## config.mk

```make
export PLATFORM = sky130hd
export DESIGN_NAME = align_fault_unit
export DESIGN_NICKNAME = d
export VERILOG_FILES = /design/src/rtl/align_pkg.sv /design/src/rtl/align_rule_eval.sv /design/src/rtl/align_fault_regs.sv /design/src/rtl/align_fault_unit.sv
export SDC_FILE = /design/constraint.sdc
export NUM_CORES = 1
export LEC_CHECK = 0
export CORE_MARGIN = 2
export CORE_UTILIZATION = 49
export CTS_CLUSTER_SIZE = 30
export DETAILED_ROUTE_END_ITERATION = 12
export PLACE_DENSITY_LB_ADDON = 0.15
export SLEW_MARGIN = 20
export SYNTH_ARGS = -nofsm -noshare
export SYNTH_HDL_FRONTEND = slang
export SYNTH_SLANG_ARGS = --single-unit
```

## constraint.sdc

```tcl
create_clock -name clk -period 5.25 [get_ports clk]
set_input_delay 0.7875 -clock clk [delete_from_list [all_inputs] [get_ports clk]]
set_output_delay 0.7875 -clock clk [all_outputs]
set_load 0.05 [all_outputs]
```

## src/rtl/align_pkg.sv

```systemverilog
package align_pkg;

    typedef enum logic [1:0] {
        POL_STRICT   = 2'd0,
        POL_RELAXED  = 2'd1,
        POL_WORDLONG = 2'd2,
        POL_WORDINSN = 2'd3
    } policy_e;

    typedef enum logic [1:0] {
        SZ_BYTE = 2'd0,
        SZ_WORD = 2'd1,
        SZ_LONG = 2'd2,
        SZ_WIDE = 2'd3
    } size_e;

    typedef enum logic [1:0] {
        KD_FETCH   = 2'd0,
        KD_INT     = 2'd1,
        KD_SPECIAL = 2'd2,
        KD_OTHER   = 2'd3
    } kind_e;

    typedef enum logic [1:0] {
        FC_NONE = 2'd0,
        FC_INSN = 2'd1,
        FC_DATA = 2'd2,
        FC_RSVD = 2'd3
    } fclass_e;

endpackage

```

## src/rtl/align_rule_eval.sv

```systemverilog
module align_rule_eval
    import align_pkg::*;
#(
    parameter int AW = 32
) (
    input  logic [1:0]    policy_i,
    input  logic [1:0]    size_i,
    input  logic [1:0]    kind_i,
    input  logic [AW-1:0] addr_i,
    input  logic          dmask_i,
    output logic [1:0]    cls_o,
    output logic [AW-1:0] eff_o
);
    localparam int LOW_BITS = 2;

    logic wide, is_long, is_fetch, is_special;
    logic odd_hit, pair_hit;
    logic insn_viol, data_viol;

    always_comb begin
        wide       = (size_i != SZ_BYTE);
        is_long    = size_i[1];
        is_fetch   = (kind_i == KD_FETCH);
        is_special = kind_i[1];
        odd_hit    = wide & addr_i[0];
        pair_hit   = odd_hit | (is_long & addr_i[1]);
        insn_viol  = 1'b0;
        data_viol  = 1'b0;
        unique case (policy_e'(policy_i))
            POL_STRICT: begin
                insn_viol = is_fetch & odd_hit;
                data_viol = ~is_fetch & odd_hit;
            end
            POL_RELAXED: begin
                insn_viol = is_fetch & odd_hit;
            end
            POL_WORDLONG: begin
                insn_viol = is_fetch & pair_hit;
                data_viol = ~is_fetch & pair_hit;
            end
            POL_WORDINSN: begin
                data_viol = is_special & pair_hit;
            end
            default: ;
        endcase

        if (insn_viol)
            cls_o = FC_INSN;
        else if (data_viol && !dmask_i)
            cls_o = FC_DATA;
        else
            cls_o = FC_NONE;

        eff_o = addr_i;
        if (policy_i == POL_WORDINSN && is_fetch)
            eff_o[LOW_BITS-1:0] = '0;
    end

    always_comb begin
        if (size_i == SZ_BYTE)
            assert_byte_never_faults_R2: assert (cls_o == FC_NONE);
        if (policy_i == POL_WORDINSN && kind_i == KD_FETCH)
            assert_wordinsn_fetch_clean_R6: assert (cls_o == FC_NONE && eff_o[1:0] == 2'b00);
        if (dmask_i)
            assert_mask_blocks_data_R8: assert (cls_o != FC_DATA);
        if (policy_i == POL_RELAXED && kind_i != KD_FETCH)
            assert_relaxed_data_free_R4: assert (cls_o == FC_NONE);
    end

endmodule

```

## src/rtl/align_fault_regs.sv

```systemverilog
module align_fault_regs
    import align_pkg::*;
#(
    parameter int AW = 32
) (
    input  logic          clk,
    input  logic          rst_n,
    input  logic          vld_i,
    input  logic [1:0]    cls_i,
    input  logic [AW-1:0] eff_i,
    input  logic [AW-1:0] raw_i,
    input  logic          clr_i,
    output logic          fault_o,
    output logic [1:0]    cls_o,
    output logic [AW-1:0] eff_o,
    output logic [AW-1:0] trap_o
);
    typedef struct packed {
        logic          fault;
        logic [1:0]    cls;
        logic [AW-1:0] eff;
        logic          held;
        logic [AW-1:0] trap;
    } state_t;

    state_t st_d, st_q;
    logic   hit;

    always_comb begin
        st_d  = st_q;
        hit   = vld_i && (cls_i != FC_NONE);
        st_d.fault = hit;
        st_d.cls   = vld_i ? cls_i : FC_NONE;
        if (vld_i)
            st_d.eff = eff_i;
        if (clr_i) begin
            st_d.held = 1'b0;
            st_d.trap = '0;
        end else if (hit && !st_q.held) begin
            st_d.held = 1'b1;
            st_d.trap = raw_i;
        end
    end

    always_ff @(posedge clk) begin
        if (!rst_n)
            st_q <= '0;
        else
            st_q <= st_d;
    end

    assign fault_o = st_q.fault;
    assign cls_o   = st_q.cls;
    assign eff_o   = st_q.eff;
    assign trap_o  = st_q.trap;

    assert_pulse_follows_R9: assert property (@(posedge clk) disable iff (!rst_n)
        (vld_i && cls_i != FC_NONE) |=> (fault_o && cls_o != FC_NONE));
    assert_idle_quiet_R9: assert property (@(posedge clk) disable iff (!rst_n)
        !vld_i |=> (!fault_o && cls_o == FC_NONE));
    assert_class_legal_R9: assert property (@(posedge clk) disable iff (!rst_n)
        cls_o != FC_RSVD);
    assert_trap_held_R10: assert property (@(posedge clk) disable iff (!rst_n)
        (st_q.held && !clr_i) |=> $stable(trap_o));
    assert_clear_empties_R10: assert property (@(posedge clk) disable iff (!rst_n)
        clr_i |=> (trap_o == '0));

endmodule

```

## src/rtl/align_fault_unit.sv

```systemverilog
module align_fault_unit
    import align_pkg::*;
#(
    parameter int AW = 32
) (
    input  logic          clk,
    input  logic          rst_n,
    input  logic          req_vld_i,
    input  logic [AW-1:0] req_addr_i,
    input  logic [1:0]    req_size_i,
    input  logic [1:0]    req_kind_i,
    input  logic [1:0]    policy_i,
    input  logic          dmask_i,
    input  logic          clr_i,
    output logic          fault_o,
    output logic [1:0]    fault_cls_o,
    output logic [AW-1:0] eff_addr_o,
    output logic [AW-1:0] trap_addr_o
);
    logic [1:0]    cls_w;
    logic [AW-1:0] eff_w;

    align_rule_eval #(.AW(AW)) u_rules (
        .policy_i (policy_i),
        .size_i   (req_size_i),
        .kind_i   (req_kind_i),
        .addr_i   (req_addr_i),
        .dmask_i  (dmask_i),
        .cls_o    (cls_w),
        .eff_o    (eff_w)
    );

    align_fault_regs #(.AW(AW)) u_regs (
        .clk     (clk),
        .rst_n   (rst_n),
        .vld_i   (req_vld_i),
        .cls_i   (cls_w),
        .eff_i   (eff_w),
        .raw_i   (req_addr_i),
        .clr_i   (clr_i),
        .fault_o (fault_o),
        .cls_o   (fault_cls_o),
        .eff_o   (eff_addr_o),
        .trap_o  (trap_addr_o)
    );

endmodule

```

# Word level (Yosys, flattened, before mapping)
# Index checks and enable logic that the tools add are counted.
[totals] in_bits=43 regBits=68 output_inout_bits=67
[op_classes] n_reduce_logical=13 bitwise=10 mux=5 n_eq_ne=3
[op_table] op="bitwise AND 1 bit" count=7
[op_table] op="2-to-1 mux 2 bit" count=3
[op_table] op="equality test 2 bit (second input constant)" count=2
[op_table] op="logical AND 1 bit" count=4
[op_table] op="logical NOT 2 bit" count=2
[op_table] op="nonzero test 2 bit" count=2
[op_table] op="OR reduction 2 bit" count=2
[op_table] op="one-hot mux 1 bit (3 select lines)" count=1
[op_table] op="equality test 2 x 1 -> 1 bit (second input constant)" count=1
[op_table] op="logical NOT 1 bit" count=2
[op_table] op="NOT 1 bit" count=2
[op_table] op="one-hot mux 1 bit (2 select lines)" count=1
[op_table] op="AND reduction 2 bit" count=1
[op_table] op="OR 1 bit" count=1

# Longest topological paths before layout
# Gate-level depths: netlist (run 1).
[depth] ltp_word=11 mapped_depth=5 depth_no_buf=4

# Cells and area by module
# From an unflattened synthesis (run 1), not the netlist that was laid out.
[hier_totals] hier_cells=373 area_unflattened_um2=3709.8
[by_module_without_submodules] module="align_fault_regs" seq_area_each_um2=1361.3 cells_each=329 area_each_um2=3405.8 n_inst=1
[by_module_without_submodules] module="align_rule_eval" seq_area_each_um2=0.0 cells_each=44 area_each_um2=304.0 n_inst=1

# Least setup slack after synthesis (run 1)
# OpenSTA, ideal clock, no wires.
[synth_path] path_type="input-to-reg" start="in policy_i[0]" end="reg u_regs.st_q (netlist bit u_regs.trap_o[10])" slack_ps=3067 path_stages=5 setup_time_ps=72 arrival_time_ps=2112 cell_sequence="o21bai_1 a221o_1 a211oi_4 buf_8 mux2i_1"
[synth_via] elab_chain_len=8 word_cells_on_any_way=13 classes_between="eq/ne (3); mux (4); reduce/logical (6)"
[synth_lines] item="start: declaration" line_no="align_fault_unit.sv:12" rtl="input logic [1:0] policy_i,"
[synth_lines] item="equality test 2 bit / logical NOT 2 bit (equally long branches)" line_no="align_rule_eval.sv:29" rtl="unique case (policy_e'(policy_i))"
[synth_lines] item="one-hot mux 1 bit (3 select lines)" line_no="align_rule_eval.sv:29"
[synth_lines] item="logical AND 1 bit" line_no="align_rule_eval.sv:49" rtl="else if (data_viol && !dmask_i)"
[synth_lines] item="2-to-1 mux 2 bit" line_no="align_rule_eval.sv:49"
[synth_lines] item="2-to-1 mux 2 bit *" line_no="align_rule_eval.sv:47" rtl="if (insn_viol)"
[synth_lines] item="nonzero test 2 bit *" line_no="align_fault_regs.sv:31" rtl="hit = vld_i && (cls_i != FC_NONE);"
[synth_lines] item="logical AND 1 bit *" line_no="align_fault_regs.sv:31"
[synth_lines] item="logical AND 1 bit *" line_no="align_fault_regs.sv:39" rtl="end else if (hit && !st_q.held) begin"
[synth_lines] item="end signal: assignment" line_no="align_fault_regs.sv:49" rtl="st_q <= st_d;"
[synth_lines] item="end: declaration" line_no="align_fault_regs.sv:26" rtl="state_t st_d, st_q;"
# Mark *: on every way between the ends. The rest lies on a longest branch, timed or not.
# A chain may end at the register's enable or synchronous reset.

# Final worst setup path (run 1)
[layout_path] start="in req_kind_i[1]" end="reg u_regs.st_q (netlist bit u_regs.trap_o[10])"
[layout_via] elab_chain_len=10 word_cells_on_any_way=15 classes_between="mux (4); bitwise (6); reduce/logical (5)"
[layout_lines] item="start: declaration" line_no="align_fault_unit.sv:11" rtl="input logic [1:0] req_kind_i,"
[layout_lines] item="logical NOT 2 bit" line_no="align_rule_eval.sv:23" rtl="is_fetch = (kind_i == KD_FETCH);"
[layout_lines] item="NOT 1 bit" line_no="align_rule_eval.sv:32, align_rule_eval.sv:39"
[layout_lines] item="bitwise AND 1 bit (on tied branches)" line_no="align_rule_eval.sv:39, align_rule_eval.sv:32"
[layout_lines] item="one-hot mux 1 bit (3 select lines)" line_no="align_rule_eval.sv:29"
[layout_lines] item="logical AND 1 bit" line_no="align_rule_eval.sv:49"
[layout_lines] item="2-to-1 mux 2 bit" line_no="align_rule_eval.sv:49"
[layout_lines] item="2-to-1 mux 2 bit *" line_no="align_rule_eval.sv:47"
[layout_lines] item="nonzero test 2 bit *" line_no="align_fault_regs.sv:31"
[layout_lines] item="logical AND 1 bit *" line_no="align_fault_regs.sv:31"
[layout_lines] item="logical AND 1 bit *" line_no="align_fault_regs.sv:39"
# Marks and branches as above.

==> results of run 1 <==
state kept, by name, indices dropped and copies added (netlist names):
register	flops
u_regs.fault_o	1
u_regs.trap_o	32
u_regs.cls_o	2
u_regs.eff_o	32
u_regs.st_q	1
final timing paths:
kind | startpoint | endpoint | slack (ns) | cells past startpoint
hold / removal | u_regs.trap_o[17] | u_regs.trap_o[17] | 0.46 | 2
hold reg to reg | u_regs.trap_o[17] | u_regs.trap_o[17] | 0.46 | 2
setup reg to reg | u_regs.st_q[32] | u_regs.trap_o[10] | 3.95 | 3
setup / recovery | req_kind_i[1] | u_regs.trap_o[10] | 2.72 | 6
stage by stage:
step	utilization	total power (uW)	setup slack [ns]	hold WS, ns	area [um2]
6_report	0.6392	1230	2.725	0.4559	4059
3_3_place_gp	0.6020	765.5	1.953	0.4414	3822
2_1_floorplan	-	711.8	3.067	0.4351	3228
5_1_grt	0.6392	1279	2.660	0.4757	4059
3_5_place_dp	0.6020	767.1	1.851	0.4492	3822
4_1_cts	0.6374	1246	2.200	0.4595	4048
critical path, delay by kind of cell:
family          cells  cell delay (ns)
compound gates      3             0.98
buf+inv             2             0.81
mux                 1             0.21
synth_stat cells:
master	count	area (um2)
a211oi_4	1	20.02
a21boi_0	3	22.52
a221o_1	1	10.01
and2_1	1	6.260
and2_2	1	7.510
buf_2	1	5.000
buf_4	66	495.5
buf_6	2	22.52
buf_8	3	45.04
clkbuf_1	6	22.52
dfxtp_1	68	1361
dlygate4sd1_1	4	35.03
dlymetal6s2s_1	1	12.51
mux2i_1	62	620.6
nand2_1	67	251.5
nand2b_1	3	18.77
nor2_1	4	15.01
nor2b_1	31	193.9
o211ai_1	2	15.01
o21a_1	1	7.510
o21ai_0	3	15.01
o21bai_1	1	7.510
o311ai_0	2	17.52
placed cells by master, fill, tap and decap left out, drive strengths merged:
cell,count
o211ai,2
o21bai,1
o21ai,3
clkinvlp,3
nand2b,3
nand2,67
a221o,1
mux2i,62
a21boi,3
o311ai,2
a211oi,1
buf,6
dfxtp,68
clkdlybuf4s50,108
nor2b,31
and2,2
bufinv,2
clkinv,1
o21a,1
nor2,4
clkbuf,10
final cells by class:
class,instances,area [um2]
clock inverters,6,87.58
repair buffers,114,1140
fillers,553,2291
flip-flops and latches,68,1361
clock buffers,10,137.6
well taps,77,96.34
multi-input cells,183,1236
metal layers:
metal,global-route usage,vias up,part of all wire
li1,-,1102,-
met1,0.2090,985,0.45
met2,0.2706,75,0.45
met3,0.05739,11,0.082
met4,0.08225,0,0.017
met5,0,-,0
cell families after synthesis:
kind of cell    after synthesis  synth area share
mux                          62            0.1922
compound gates               14           0.03566
simple gates                107            0.1527
buf+inv                      83            0.1977
flops                        68            0.4217
report_power, final:
part           switching [uW]  internal (uW)  total [uW]
Sequential               9.44            535         544
Clock                     196            279         476
Combinational             120           90.3         210
==> metrics.csv, run 1 <==
stage,metric,value,unit
critical_path,critical path type,input pin to flop,
yosys,mapped cell area,0.003228,mm2
yosys,"Seq/Total Area, Yosys",0.4217,
routing,final antenna-violating net count,0,
hold_path,Hold WC Path Type,flop to flop,
cells_and_area,share of cells above drive strength 1,0.06562,
critical_path,Critical Path End Type,flop,
routing,DRT iter0 DRCs,41,
floorplanning,Rows,29,
floorplanning,Die Wd,85.17,um
floorplanning,Die ar.,0.007253,mm2
clock_tree,clk sinks,68,
critical_path,Crit-path slowest cell,clkdlybuf4s50_1,
routing,drt first pass iters,4,
timing,final setup fails,0,
critical_path,crit-path cells,"clkdlybuf4s50_1, o21bai_1, a221o_1, a211oi_4, buf_6, mux2i_1",
clock_tree,clock buffer depth,2,
yosys,distinct cell type count of the synthesized netlist,23,
yosys,Seq cells post-synth,68,
timing,Final min period,2.525,ns
clock_tree,hold buffer count at CTS,0,
global_route,GRT Resource Usage Total,0.1710,
cells_and_area,nets,419,
timing,"Slew Viols, Final",0,
floorplanning,Core Area,0.006350,mm2
critical_path,Worst EP arrival,2.78,ns
cells_and_area,"non-filler cells, final",458,
timing,TNS Setup,0,ns
clock_tree,root buffer cell,clkbuf_8,
floorplanning,Ports,110,
placement,DP HPWL,4149,um
timing,worst clock skew,0.006808,ns
global_route,vias in the first global route,2119,
placement,placed insts,441,
routing,Wirelength per Cell,13.21,um
timing,Max transition margin,0.6192,
timing,Final Hold Viols,0,
floorplanning,Initial Utilization,0.5084,
yosys,Syn Area/Cell,9.665,um2
clock_tree,CTS tree,yes,
clock_tree,number of H-tree levels,3,
routing,drt total wl,6051,um
critical_path,Worst setup SP type,input pin,
routing,DRC,0,
placement,routability cong.,0.7834,
placement,Port Buffers,109,
clock_tree,CTS resizes,0,
timing,highest clock rate,396.0,MHz
yosys,Gate Count Post-Synth,334,
clock_tree,worst skew pair latency,0.33,ns
cells_and_area,antenna cells,0,
power,Max IR drop VDD,0.2246,mV
critical_path,Crit path largest cell delay,0.55,ns
clock_tree,"Clk pin slew, worst setup/hold paths",0.07,ns
power,Power Density,303.0,mW/mm2
routing,vias,2173,
cells_and_area,Area Overhead vs Synth,25.74,%
run,max-cap viol count,0,
global_route,initial antenna violation count,0,
floorplanning,Die Y-Extent,85.17,um
yosys,net count after synthesis,377,
power,LEAKAGE,0.001506,uW
routing,Avg Vias per Cell,4.745,
global_route,largest net degree at the start of global routing,45,
critical_path,CP max FO,12,
timing,worst slew pin tran,0.5711,ns
critical_path,CP Data Required Time,5.51,ns
timing,period utilisation layout,0.4810,
global_route,global route overflow,0,
global_route,first-pass GRT wire length,9901,um
timing,RSZ-0062 raised after global routing,false,
clock_tree,post-CTS setup buffer count,0,
yosys,Synth Warn #,0,
outcome,status,"complete, no violations",
clock_tree,Inserted Clock Buffers,9,
Power figures use the tool's default switching activity.
==> inputs of run 2 (changes only) <==
--- a/config.mk
+++ b/config.mk
@@ -6,7 +6,7 @@
 export NUM_CORES = 1
 export LEC_CHECK = 0
 export CORE_MARGIN = 2
-export CORE_UTILIZATION = 49
+export CORE_UTILIZATION = 41
 export CTS_CLUSTER_SIZE = 30
 export DETAILED_ROUTE_END_ITERATION = 12
 export PLACE_DENSITY_LB_ADDON = 0.15
==> constraint.sdc (replaced) <==
create_clock -name clk -period 2.2 [get_ports clk]
set_input_delay 0.33 -clock clk [delete_from_list [all_inputs] [get_ports clk]]
set_output_delay 0.33 -clock clk [all_outputs]
set_load 0.05 [all_outputs]
==> metrics.csv, run 2 (synthesis results as in run 1) <==
stage,metric,value,unit
outcome,status,"complete, no violations",
cells_and_area,fill count,739,
placement,DP HPWL,4380,um
timing,period utilisation layout,0.8478,
global_route,vias in the first global route,2110,
cells_and_area,most frequent cells in the layout,"clkdlybuf4s50_1 (108), dfxtp_1 (68), nand2_1 (67)",
floorplanning,Ports,110,
clock_tree,Inserted Clock Buffers,9,
timing,worst clock skew,0.009123,ns
routing,DRC,0,
cells_and_area,nets,425,
power,LEAKAGE,0.001526,uW
critical_path,critical path type,input pin to flop,
timing,RSZ-0062 raised after global routing,false,
critical_path,Critical Path End Type,flop,
routing,drt total wl,6376,um
timing,highest clock rate,536.1,MHz
routing,DRT iter0 DRCs,44,
critical_path,crit-path cells,"clkdlybuf4s50_1, o21ai_0, a221o_1, a211oi_4, buf_12, mux2i_1",
hold_path,Hold WC Path Type,flop to flop,
critical_path,CP max FO,17,
floorplanning,Rows,32,
timing,worst slew pin tran,0.6031,ns
timing,Final min period,1.865,ns
cells_and_area,"commonest non-fill, non-tap cell in the layout",clkdlybuf4s50_1,
timing,final setup fails,0,
clock_tree,CTS resizes,0,
clock_tree,worst skew pair latency,0.33,ns
critical_path,Worst setup SP type,input pin,
clock_tree,clk sinks,68,
critical_path,Crit path largest cell delay,0.51,ns
routing,Wirelength per Cell,13.04,um
placement,routability cong.,0.6973,
routing,final antenna-violating net count,0,
clock_tree,post-CTS setup buffer count,0,
cells_and_area,Area Overhead vs Synth,27.02,%
global_route,initial antenna violation count,0,
clock_tree,"Clk pin slew, worst setup/hold paths",0.07,ns
routing,Avg Vias per Cell,4.468,
global_route,global route overflow,0,
timing,Final Hold Viols,0,
critical_path,Worst EP arrival,2.12,ns
power,Max IR drop VDD,0.3276,mV
floorplanning,Die Y-Extent,92.73,um
routing,drt first pass iters,4,
timing,final worst setup slack,0.3348,ns
timing,Max transition margin,0.5979,
clock_tree,CTS tree,yes,
floorplanning,Core Area,0.007687,mm2
placement,Port Buffers,109,
critical_path,Crit-path slowest cell,clkdlybuf4s50_1,
global_route,largest net degree at the start of global routing,53,
routing,vias,2185,
power,Power Density,660.7,mW/mm2
floorplanning,Initial Utilization,0.4199,
floorplanning,Die ar.,0.008599,mm2
placement,Place WS,-0.03133,ns
clock_tree,hold buffer count at CTS,0,
run,max-cap viol count,0,
power,Tot Pwr,2709,uW
cells_and_area,share of cells above drive strength 1,0.07752,
critical_path,CP Data Required Time,2.46,ns
clock_tree,clock buffer depth,2,
clock_tree,number of H-tree levels,3,
timing,"Slew Viols, Final",0,
clock_tree,root buffer cell,clkbuf_8,
global_route,first-pass GRT wire length,10340,um
global_route,GRT Resource Usage Total,0.1535,
floorplanning,Die Wd,92.73,um
cells_and_area,antenna cells,0,
timing,TNS Setup,0,ns
==> run 2: cell types whose count changed in the layout (fill, tap and decap cells not counted) <==
| cell | before | now |
|---|---|---|
| buf_4 | 3 | 8 |
| clkinv_2 | 1 | 4 |
| buf_12 | 1 | 3 |
| bufinv_16 | 2 | 0 |
| clkinvlp_4 | 3 | 1 |
| buf_6 | 1 | 0 |
| clkbuf_1 | 0 | 1 |
==> run 2: cell type report <==
type	count	area [um2]	share of cell area
multi-input cells	183	1236	0.3015
clock inverters	5	27.53	0.006713
repair buffers	120	1206	0.2942
flip-flops and latches	68	1361	0.3320
clock buffers	11	141.4	0.03448
well taps	102	127.6	0.03113
==> run 2: path summary, 6_finish.rpt <==
path | from | endpoint | slack, ns | cells after the start
setup / recovery | req_size_i[1] | u_regs.trap_o[15] | 0.33 | 6
hold / removal | u_regs.trap_o[21] | u_regs.trap_o[21] | 0.46 | 2
setup reg to reg | u_regs.st_q[32] | u_regs.trap_o[15] | 1.04 | 3
hold reg to reg | u_regs.trap_o[21] | u_regs.trap_o[21] | 0.46 | 2
==> run 2: metrics by stage <==
| stage | area [um2] | hold WS, ns | std cells | util |
|---|---|---|---|---|
| 6_report | 4100 | 0.4552 | 489 | 0.5334 |
| 5_1_grt | 4100 | 0.4726 | 489 | 0.5334 |
| 3_3_place_gp | 3931 | 0.4411 | 473 | 0.5114 |
| 3_5_place_dp | 3931 | 0.4477 | 473 | 0.5114 |
| 4_1_cts | 4100 | 0.4580 | 489 | 0.5334 |
| 2_1_floorplan | 3228 | 0.4351 | 334 | - |
==> run 2: where the power goes <==
part / internal [uW] / total, uW / leakage (uW) / switching (uW)
Combinational: 227 / 517 / 0.000882 / 291
Clock: 432 / 894 / 0.0000889 / 462
Sequential: 1280 / 1300 / 0.000555 / 22.0
==> run 2: layer usage <==
layer,global-route usage,part of all wire,vias up
met5,0,0,-
met4,0.05147,0.0093,0
met3,0.06347,0.083,4
met2,0.2372,0.46,68
met1,0.1939,0.45,1003
li1,-,-,1110
==> run 2: worst max-delay path: cells and delay by family <==
kind	cells	cell delay [ns]
compound gates	3	0.85
buf+inv	2	0.73
mux	1	0.20
